<file path="src/rtl/sar_adc_pkg.sv">
package sar_adc_pkg;
  localparam int unsigned ADC_BITS  = 12;
  localparam int unsigned CAL_BITS  = 10;
  localparam int unsigned CHAN_BITS = 5;
  localparam int unsigned CHAN_TOP  = 16;
  localparam int unsigned BUS_BITS  = 32;
  localparam int unsigned OFS_BITS  = 8;

  localparam logic [OFS_BITS-1:0] A_CHAN   = 8'h08;
  localparam logic [OFS_BITS-1:0] A_STATUS = 8'h0C;
  localparam logic [OFS_BITS-1:0] A_DATA   = 8'h10;
  localparam logic [OFS_BITS-1:0] A_RESET  = 8'h14;
  localparam logic [OFS_BITS-1:0] A_GAIN   = 8'h30;
  localparam logic [OFS_BITS-1:0] A_OFFS   = 8'h34;

  localparam int unsigned CAL_DEFAULT = 32'h200;
endpackage

</file>
<file path="src/rtl/sar_adc_engine.sv">
module sar_adc_engine #(
  parameter int unsigned RES_W = sar_adc_pkg::ADC_BITS
) (
  input  logic             clk,
  input  logic             rst,
  input  logic             abort,
  input  logic             start,
  input  logic             cmp_in,
  output logic [RES_W-1:0] trial,
  output logic             busy,
  output logic             done,
  output logic [RES_W-1:0] result
);
  localparam logic [RES_W-1:0] TOP_BIT = {1'b1, {(RES_W-1){1'b0}}};

  logic [RES_W-1:0] probe;
  logic [RES_W-1:0] kept;

  // the bit under test survives only when the comparator says input >= trial
  always_comb begin
    kept = cmp_in ? trial : (trial & ~probe);
  end

  always_ff @(posedge clk) begin
    if (rst || abort) begin
      busy   <= 1'b0;
      done   <= 1'b0;
      probe  <= '0;
      trial  <= '0;
      result <= '0;
    end else begin
      done <= 1'b0;
      if (!busy) begin
        if (start) begin
          busy  <= 1'b1;
          probe <= TOP_BIT;
          trial <= TOP_BIT;
        end
      end else begin
        probe <= probe >> 1;
        trial <= kept | (probe >> 1);
        if (probe[0]) begin
          busy   <= 1'b0;
          done   <= 1'b1;
          result <= kept;
        end
      end
    end
  end
endmodule

</file>
<file path="src/rtl/sar_adc_regs.sv">
module sar_adc_regs #(
  parameter int unsigned RES_W  = sar_adc_pkg::ADC_BITS,
  parameter int unsigned CAL_W  = sar_adc_pkg::CAL_BITS,
  parameter int unsigned CH_W   = sar_adc_pkg::CHAN_BITS,
  parameter int unsigned CH_MAX = sar_adc_pkg::CHAN_TOP,
  parameter int unsigned DATA_W = sar_adc_pkg::BUS_BITS,
  parameter int unsigned ADDR_W = sar_adc_pkg::OFS_BITS
) (
  input  logic              clk,
  input  logic              rst,
  input  logic              bus_wr,
  input  logic              bus_rd,
  input  logic [ADDR_W-1:0] bus_addr,
  input  logic [DATA_W-1:0] bus_wdata,
  output logic [DATA_W-1:0] bus_rdata,
  input  logic              eng_done,
  input  logic [RES_W-1:0]  eng_result,
  output logic              soft_clr,
  output logic [CH_W-1:0]   neg_chan,
  output logic              irq
);
  import sar_adc_pkg::*;

  localparam logic [CH_W-1:0]  CH_LAST = CH_W'(CH_MAX);
  localparam logic [CAL_W-1:0] CAL_MID = CAL_W'(CAL_DEFAULT);

  logic              ready_q;
  logic [RES_W-1:0]  data_q;
  logic [CAL_W-1:0]  gain_q;
  logic [CAL_W-1:0]  offs_q;
  logic [CH_W-1:0]   chan_q;
  logic [DATA_W-1:0] rd_mux;
  logic              wr_chan, wr_gain, wr_offs, rd_data;
  logic              code_ok;
  logic              unused_wbits;

  assign unused_wbits = ^bus_wdata[DATA_W-1:CAL_W];

  always_comb begin
    soft_clr = bus_wr && (bus_addr == A_RESET);
    wr_chan  = bus_wr && (bus_addr == A_CHAN);
    wr_gain  = bus_wr && (bus_addr == A_GAIN);
    wr_offs  = bus_wr && (bus_addr == A_OFFS);
    rd_data  = bus_rd && (bus_addr == A_DATA);
    code_ok  = bus_wdata[CH_W-1:0] <= CH_LAST;
  end

  always_ff @(posedge clk) begin
    if (rst || soft_clr) begin
      ready_q <= 1'b0;
      irq     <= 1'b0;
      data_q  <= '0;
      gain_q  <= CAL_MID;
      offs_q  <= CAL_MID;
      chan_q  <= '0;
    end else begin
      irq <= eng_done;
      // a finishing conversion wins over a same-cycle data read
      if (eng_done) begin
        ready_q <= 1'b1;
        data_q  <= eng_result;
      end else if (rd_data) begin
        ready_q <= 1'b0;
      end
      if (wr_chan && code_ok) chan_q <= bus_wdata[CH_W-1:0];
      if (wr_gain)            gain_q <= bus_wdata[CAL_W-1:0];
      if (wr_offs)            offs_q <= bus_wdata[CAL_W-1:0];
    end
  end

  always_comb begin
    rd_mux = '0;
    case (bus_addr)
      A_CHAN:   rd_mux = DATA_W'(chan_q);
      A_STATUS: rd_mux = DATA_W'(ready_q);
      A_DATA:   rd_mux = DATA_W'(data_q);
      A_GAIN:   rd_mux = DATA_W'(gain_q);
      A_OFFS:   rd_mux = DATA_W'(offs_q);
      default:  rd_mux = '0;
    endcase
  end

  always_ff @(posedge clk) begin
    if (rst) bus_rdata <= '0;
    else if (bus_rd) bus_rdata <= rd_mux;
  end

  assign neg_chan = chan_q;
endmodule

</file>
<file path="src/rtl/sar_adc_ctrl.sv">
module sar_adc_ctrl #(
  parameter int unsigned RES_W  = sar_adc_pkg::ADC_BITS,
  parameter int unsigned CAL_W  = sar_adc_pkg::CAL_BITS,
  parameter int unsigned CH_W   = sar_adc_pkg::CHAN_BITS,
  parameter int unsigned CH_MAX = sar_adc_pkg::CHAN_TOP,
  parameter int unsigned DATA_W = sar_adc_pkg::BUS_BITS,
  parameter int unsigned ADDR_W = sar_adc_pkg::OFS_BITS
) (
  input  logic              clk,
  input  logic              rst,
  input  logic              bus_wr,
  input  logic              bus_rd,
  input  logic [ADDR_W-1:0] bus_addr,
  input  logic [DATA_W-1:0] bus_wdata,
  output logic [DATA_W-1:0] bus_rdata,
  input  logic              conv_req,
  input  logic              cmp_in,
  output logic [RES_W-1:0]  trial_code,
  output logic              busy,
  output logic              irq,
  output logic [CH_W-1:0]   neg_chan
);
  logic             soft_clr;
  logic             eng_done;
  logic [RES_W-1:0] eng_result;

  sar_adc_engine #(.RES_W(RES_W)) u_engine (
    .clk    (clk),
    .rst    (rst),
    .abort  (soft_clr),
    .start  (conv_req),
    .cmp_in (cmp_in),
    .trial  (trial_code),
    .busy   (busy),
    .done   (eng_done),
    .result (eng_result)
  );

  sar_adc_regs #(
    .RES_W(RES_W), .CAL_W(CAL_W), .CH_W(CH_W), .CH_MAX(CH_MAX),
    .DATA_W(DATA_W), .ADDR_W(ADDR_W)
  ) u_regs (
    .clk        (clk),
    .rst        (rst),
    .bus_wr     (bus_wr),
    .bus_rd     (bus_rd),
    .bus_addr   (bus_addr),
    .bus_wdata  (bus_wdata),
    .bus_rdata  (bus_rdata),
    .eng_done   (eng_done),
    .eng_result (eng_result),
    .soft_clr   (soft_clr),
    .neg_chan   (neg_chan),
    .irq        (irq)
  );
endmodule

</file>
<file path="config.mk">
export PLATFORM = sky130hd
export DESIGN_NAME = sar_adc_ctrl
export DESIGN_NICKNAME = d
export VERILOG_FILES = /design/src/rtl/sar_adc_pkg.sv /design/src/rtl/sar_adc_engine.sv /design/src/rtl/sar_adc_regs.sv /design/src/rtl/sar_adc_ctrl.sv
export SDC_FILE = /design/constraint.sdc
export NUM_CORES = 1
export LEC_CHECK = 0
export BUFFER_PORTS_ARGS = -buffer_cell sky130_fd_sc_hd__buf_2
export CAP_MARGIN = 25
export CORE_ASPECT_RATIO = 1.1
export CORE_MARGIN = 2
export CORE_UTILIZATION = 50
export CTS_CLUSTER_DIAMETER = 120
export DETAILED_ROUTE_END_ITERATION = 10
export PLACE_DENSITY = 0.77
export SLEW_MARGIN = 20
export SYNTH_ARGS = -nofsm -noshare
export SYNTH_HDL_FRONTEND = slang
export SYNTH_SLANG_ARGS = --single-unit
</file>
<file path="constraint.sdc">
create_clock -name clk -period 2.14 [get_ports clk]
set_input_delay 0.428 -clock clk [delete_from_list [all_inputs] [get_ports clk]]
set_output_delay 0.428 -clock clk [all_outputs]
set_load 0.02 [all_outputs]
</file>
==> key figures, run 1 <==
Setup path
  – Arr. time, crit path: 1920 ps
  – FF-to-FF path depth: 6
  – Setup CP Type: primary input to flip-flop
  – Worst EP required: 2390 ps
  – R2R Path Start: u_engine.busy
  – Setup crit end kind: flip-flop
  – Critical path startpoint category: primary input
  – Worst Setup SP: bus_addr[3]
  – Worst-path maximum fanout: 11

Pwr
  – Sw power: 0.7198 mW
  – Int Power: 2.770 mW
  – Gate power share: 0.058
  – Peak VDD IR: 0.4759 mV
  – PD cells: 806.2 nW/um^2
  – Sequential power share: 0.477
  – Static Leak: 1.822 nW
  – Sw Ratio: 0.2062
  – Clock Power Share: 0.465

Yosys
  – Seq/Total Area, Yosys: 0.4753
  – Mapped Area: 3749 um^2
  – Post-synthesis async set-or-reset flop share: 0
  – Syn Area/Cell: 8.718 um^2
  – EDFF count, synth: 0
  – #FFs+latches synth: 89
  – Synth warn: 0
  – Commonest register cell after synthesis: dfxtp_1
  – Yosys cell types: 36
  – Post-Synthesis Cells: 430

Routing
  – Met1 wire length: 3513 um
  – Met2 wire length: 3576 um
  – DR DRC count: 0
  – DRT Pass-1 Iters: 4
  – Uppermost layer routed: met4
  – WL/cell: 13.26 um
  – Final wirelength: 7574 um
  – Vias per inst: 5.261
  – Vias: 3004
  – WL met3: 340 um
  – Number of DRC markers in iteration 0: 119
  – Antenna Nets Post-Route: 0

Die
  – Row count: 33
  – IO Count: 97
  – Die ar.: 8206 um^2
  – Initial Utilization: 0.5100
  – Die H: 94.81 um
  – Die Wd: 86.56 um
  – Core region area: 7350 um^2

Placement
  – Port bufs: 54
  – Placer Congestion: 0.9214
  – DPL Wire Length: 5355 um
  – Placed insts: 555

Hold path
  – Worst Hold Class: primary input to flip-flop
  – Hold_sp: bus_wdata[8]
  – Hold Crit Depth: 3

Clock network
  – Cts hold-fix bufs: 0
  – Sink Count: 89
  – CTS resizes: 0
  – Setup repair bufs after CTS: 0
  – CTS tree: yes
  – Worst skew pair latency: 360 ps
  – TritonCTS Buffers: 9
  – Htree depth: 3
  – Clk buf depth: 2
  – Root Driver: clkbuf_8
  – Clock slew at reported path FFs: 80 ps

Timing
  – Final-report setup violation count: 0
  – Relative slew slack: 0.5244
  – Total negative slack: 0 ps
  – Crit share post-route: 0.7802
  – Slew @ Worst Pin: 712.4 ps
  – Hold WS: 332.9 ps
  – F_max: 598.9 MHz
  – Clock Skew: 7.100 ps
  – Hold Vio Cnt, Final: 0
  – RSZ-0062 raised after global routing: no
  – Final min period: 1670 ps
  – Pins Over Slew Limit: 0

Finish
  – Share of cells above drive strength 1: 0.1818
  – Final nets: 525
  – Commonest non-fill, non-tap cell in the layout: dfxtp_1
  – Post-Layout Cell Count: 571
  – Layout Area Growth over Synthesis: 15.49%
  – Antenna cells: 0
  – Fin util: 0.5890
  – Most frequent cells in the layout: dfxtp_1, nand2_1, buf_2

Global routing
  – Largest net degree at the start of global routing: 55
  – First-pass GRT wire length: 12770 um
  – GRT Total Usage: 0.1948
  – Initial antenna violation count: 0
  – Number of global-route vias before repair: 2868
  – Final global-route overflow total: 0

Outcome
  – Status: finished clean

Job
  – Max_cap viols: 0
## final cells by class
cell class | instances | area (um^2)
Inverter | 4 | 15.01
Sequential cell | 89 | 1782
Clock buffer | 11 | 141.4
Multi-Input combinational cell | 309 | 1759
Timing Repair Buffer | 66 | 372.9
Clock inverter | 5 | 150.1
Fill cell | 656 | 3020
Tap cell | 87 | 108.9
## metal layers
metal  vias to the layer above  global-route usage
li1                       1536                   -
met1                      1379              0.2396
met2                        76              0.3282
met3                        13             0.03846
met4                         0             0.08854
met5                         -                   0
## sequential cells by signal (all words and copies together), names as in the netlist
signal / cells
u_engine.probe: 12
u_engine.result: 12
u_engine.trial: 12
u_regs.bus_rdata: 12
u_regs.data_q: 12
u_regs.gain_q: 10
u_regs.offs_q: 10
u_regs.neg_chan: 5
u_engine.busy: 1
u_engine.done: 1
u_regs.irq: 1
u_regs.ready_q: 1
## stage by stage
step                      area (um^2)  power (mW)  setup slack, ps
after CTS                        4329       3.512            486.3
after global routing             4329       3.587            377.5
after floorplan                  3820       1.867            175.6
after global placement           4038       1.902            133.8
final                            4329       3.490            470.3
after detailed placement         4038       1.905            116.1
## cell families after synthesis
| family | count (synthesis) | synth area share |
|---|---|---|
| simple gates | 162 | 0.1993 |
| flops | 89 | 0.4753 |
| compound gates | 86 | 0.1385 |
| buf+inv | 51 | 0.07476 |
| mux | 41 | 0.1111 |
| other cells | 1 | 0.001000 |
## cell usage after synthesis, types with 2 or more instances
cell type,n,share of area
a211o_1,2,0.0047
a21boi_0,5,0.010
a21o_1,11,0.022
a21oi_1,47,0.063
a221oi_1,4,0.0093
a22oi_1,4,0.0080
a311oi_1,3,0.0070
and2_1,3,0.0050
buf_2,5,0.0067
buf_4,20,0.040
clkbuf_1,20,0.020
dfxtp_1,89,0.48
inv_1,4,0.0040
mux2_2,5,0.015
mux2i_1,36,0.096
nand2_1,57,0.057
nand2b_1,18,0.030
nand3_1,20,0.027
nor2_1,46,0.046
nor3_1,5,0.0067
nor4_1,2,0.0033
nor4b_1,2,0.0047
o21ai_0,2,0.0027
o21ai_1,6,0.0080
or3b_1,2,0.0047
or4_1,2,0.0040
## final timing paths
| check | end | slack, ps |
|---|---|---|
| setup / recovery | u_regs.gain_q[9] | 470 |
| setup reg to reg | u_engine.trial[10] | 830 |
| hold reg to reg | u_regs.bus_rdata[7] | 450 |
| hold / removal | u_regs.gain_q[8] | 330 |
## power groups by stage
| stage | combinational, mW | sequential, mW | clock [mW] |
|---|---|---|---|
| after floorplan | 0.156 | 1.71 | 0 |
| after global placement | 0.196 | 1.71 | 0 |
| after detailed placement | 0.200 | 1.71 | 0 |
| after CTS | 0.201 | 1.67 | 1.64 |
| after global routing | 0.220 | 1.67 | 1.70 |
| final | 0.202 | 1.67 | 1.62 |
## worst max-delay path: stages
cell and delay, ps:
buf_2 120, or4_1 590, or3_4 460, a211o_1 310
Power figures use the tool's default switching activity.
==> inputs of run 2 (changes only) <==
--- a/config.mk
+++ b/config.mk
@@ -5,11 +5,12 @@
 export SDC_FILE = /design/constraint.sdc
 export NUM_CORES = 1
 export LEC_CHECK = 0
+export ABC_AREA = 1
 export BUFFER_PORTS_ARGS = -buffer_cell sky130_fd_sc_hd__buf_2
 export CAP_MARGIN = 25
 export CORE_ASPECT_RATIO = 1.1
 export CORE_MARGIN = 2
-export CORE_UTILIZATION = 50
+export CORE_UTILIZATION = 48
 export CTS_CLUSTER_DIAMETER = 120
 export DETAILED_ROUTE_END_ITERATION = 10
 export PLACE_DENSITY = 0.77
==> constraint.sdc (replaced) <==
create_clock -name clk -period 1.4 [get_ports clk]
set_input_delay 0.28 -clock clk [delete_from_list [all_inputs] [get_ports clk]]
set_output_delay 0.28 -clock clk [all_outputs]
set_load 0.02 [all_outputs]
==> run 2 against run 1 <==
  * Cell area is 3.5% higher
  * Clock-buffer cell count is 2 lower
  * Area after synthesis is 1.8% higher
  * Synthesized cell count is 17% higher
  * Combinational power is 69% higher
  * Clock skew hardly changed
  * Critical path type is now flip-flop to primary output
  * Largest cell class unchanged
==> key figures, run 2 <==
Global routing
  – First-pass GRT wire length: 13770 um (+7.8%)
  – Largest net degree at the start of global routing: 32 (-42%)
  – Number of global-route vias before repair: 3030 (+5.6%)
  – Initial antenna violation count: 0 (unchanged)
  – Final global-route overflow total: 0 (unchanged)
  – GRT Total Usage: 0.2014 (+0.006618)

Yosys
  – Post-Synthesis Cells: 502 (+17%)
  – Synth warn: 0 (unchanged)
  – Largest cells by area after synthesis: dfxtp_1, nand2_1, o21ai_0
  – Syn Area/Cell: 7.602 um^2 (-13%)
  – Yosys cell types: 32 (-11%)
  – Commonest register cell after synthesis: dfxtp_1
  – EDFF count, synth: 0 (unchanged)
  – Mapped Area: 3816 um^2 (+1.8%)
  – Commonest cells post-synth: nand2_1, dfxtp_1, nor2_1
  – #FFs+latches synth: 89 (unchanged)
  – Synth area leader: dfxtp_1
  – Count leader, synth: nand2_1
  – Share of the synthesized area in the top cell type: 0.4669 (-0.008415)
  – Post-synthesis async set-or-reset flop share: 0 (unchanged)
  – Seq/Total Area, Yosys: 0.4669 (-0.008415)

Finish
  – Fillers: 740 (+13%)
  – Commonest non-fill, non-tap cell in the layout: nand2_1
  – Share of cells above drive strength 1: 0.2313 (+0.04949)
  – Post-Layout Cell Count: 683 (+20%)
  – Fin util: 0.5726 (-0.01647)
  – Layout Area Growth over Synthesis: 17.44%
  – Most frequent cells in the layout: nand2_1, dfxtp_1, buf_2
  – Final nets: 616 (+17%)
  – Antenna cells: 0 (unchanged)

Routing
  – DRT Pass-1 Iters: 4 (unchanged)
  – DR DRC count: 0 (unchanged)
  – Number of DRC markers in iteration 0: 208 (+75%)
  – Final wirelength: 8317 um (+9.8%)
  – WL/cell: 12.18 um (-8.2%)
  – Uppermost layer routed: met4
  – Met1 wire length: 3578 um (+1.9%)
  – WL met3: 505 um (+49%)
  – Vias per inst: 4.917 (-6.5%)
  – Antenna Nets Post-Route: 0 (unchanged)
  – Met2 wire length: 4038 um (+13%)
  – Vias: 3358 (+12%)

Timing
  – Final min period: 1311 ps
  – F_max: 762.6 MHz
  – Total negative slack: 0 ps (unchanged)
  – Pins Over Slew Limit: 0 (unchanged)
  – Crit share post-route: 0.9366
  – Hold Vio Cnt, Final: 0 (unchanged)
  – Clock Skew: 6.991 ps (-0.1089 ps)
  – Final-report setup violation count: 0 (unchanged)
  – RSZ-0062 raised after global routing: no

Clock network
  – CTS tree: yes
  – Sink Count: 89 (unchanged)
  – Setup repair bufs after CTS: 0 (unchanged)
  – Root Driver: clkbuf_8
  – Worst skew pair latency: 360 ps (about the same)
  – Clock slew at reported path FFs: 90 ps (about the same)
  – Htree depth: 3 (unchanged)
  – TritonCTS Buffers: 9 (unchanged)
  – Clk buf depth: 2 (unchanged)

Pwr
  – Total power: 4.739 mW (+36%)
  – PD cells: 1057 nW/um^2 (+31%)
  – Static Leak: 1.956 nW (+7.4%)
  – Peak VDD IR: 0.5098 mV (+7.1%)

Die
  – Die Wd: 89.02 um (+2.8%)
  – Core region area: 7828 um^2 (+6.5%)
  – Die H: 97.52 um (+2.9%)
  – Row count: 34 (+3.0%)
  – Die ar.: 8680 um^2 (+5.8%)
  – Initial Utilization: 0.4875 (-0.02251)
  – IO Count: 97 (unchanged)

Setup path
  – Max incr delay on CP: 350 ps (-240 ps)
  – Worst-path cell chain: buf_6 > buf_2
  – Setup crit end kind: primary output
  – Arr. time, crit path: 1030 ps (-890 ps)
  – Worst EP required: 1120 ps (-1270 ps)
  – Worst-path maximum fanout: 14 (+3)
  – Worst path bufs/invs: 2 (+1)
  – Setup CP Type: flip-flop to primary output
  – CP top delay family: flip-flops
  – Critical path startpoint category: flip-flop
  – Slowest cell on crit path: dfxtp_2

Outcome
  – Status: finished clean

Placement
  – Port bufs: 54 (unchanged)
  – Placer Congestion: 0.8538 (-7.3%)
  – Placed insts: 667 (+20%)
  – DPL Wire Length: 6167 um (+15%)

Job
  – Max_cap viols: 0 (unchanged)

Hold path
  – Worst Hold Class: primary input to flip-flop
## run 2: worst paths after layout
check | slack, ps | cells after the start | startpoint | to
setup / recovery | 90 | 2 | u_engine.busy | busy
hold / removal | 140 | 3 | bus_wdata[9] | u_regs.offs_q[9]
setup reg to reg | 270 | 5 | u_engine.busy | u_engine.trial[4]
hold reg to reg | 460 | 2 | u_engine.result[0] | u_regs.data_q[0]
## run 2: what timing repair did
| action | 4_1_cts | 5_1_grt |
|---|---|---|
| hold buffers | 0 | 0 |
| setup endpoints to repair | 0 | 13 |
| resized for setup | 0 | 3 |
## run 2: cell type report
type,count,area [um^2],area share
Clock buffer,9,123.9,0.02764
Sequential cell,89,1783,0.3978
Tap cell,108,135.1,0.03015
Timing Repair Buffer,82,546.8,0.1220
Clock inverter,7,83.83,0.01870
Inverter,31,121.4,0.02708
Multi-Input combinational cell,357,1688,0.3766
## run 2: power by group
group / internal [mW] / total, mW / switching, mW
Combinational: 0.113 / 0.341 / 0.228
Clock: 0.862 / 1.85 / 0.985
Sequential: 2.54 / 2.55 / 0.00877
## run 2: kinds of logic after synthesis
kind of cell / Yosys count / share of synthesized area
AO/OA/AOI/OAI: 97 / 0.1430
AND/OR/NAND/NOR: 240 / 0.2790
other: 1 / 0.0009827
buffers and inverters: 75 / 0.1102
flip-flops: 89 / 0.4669
## run 2: routing by layer
metal	up-vias	global-route usage
met5	-	0
met3	17	0.05013
met1	1518	0.2499
met2	105	0.3215
met4	0	0.09759
li1	1718	-
## run 2: tightest hold or removal path, cell delays in order
cell,delay [ps]
buf_2,90
nand2_1,50
nand3_1,60
## run 2: through the flow
stage	hold slack (ps)	cell area [um^2]	worst slack (ps)
floorplan	349.1	3887	74.53
global placement	444.3	4267	-168.2
detailed placement	449.9	4267	-224.1
CTS	133.4	4474	26.25
global route	120.1	4482	34.99
finish	139.2	4482	88.72
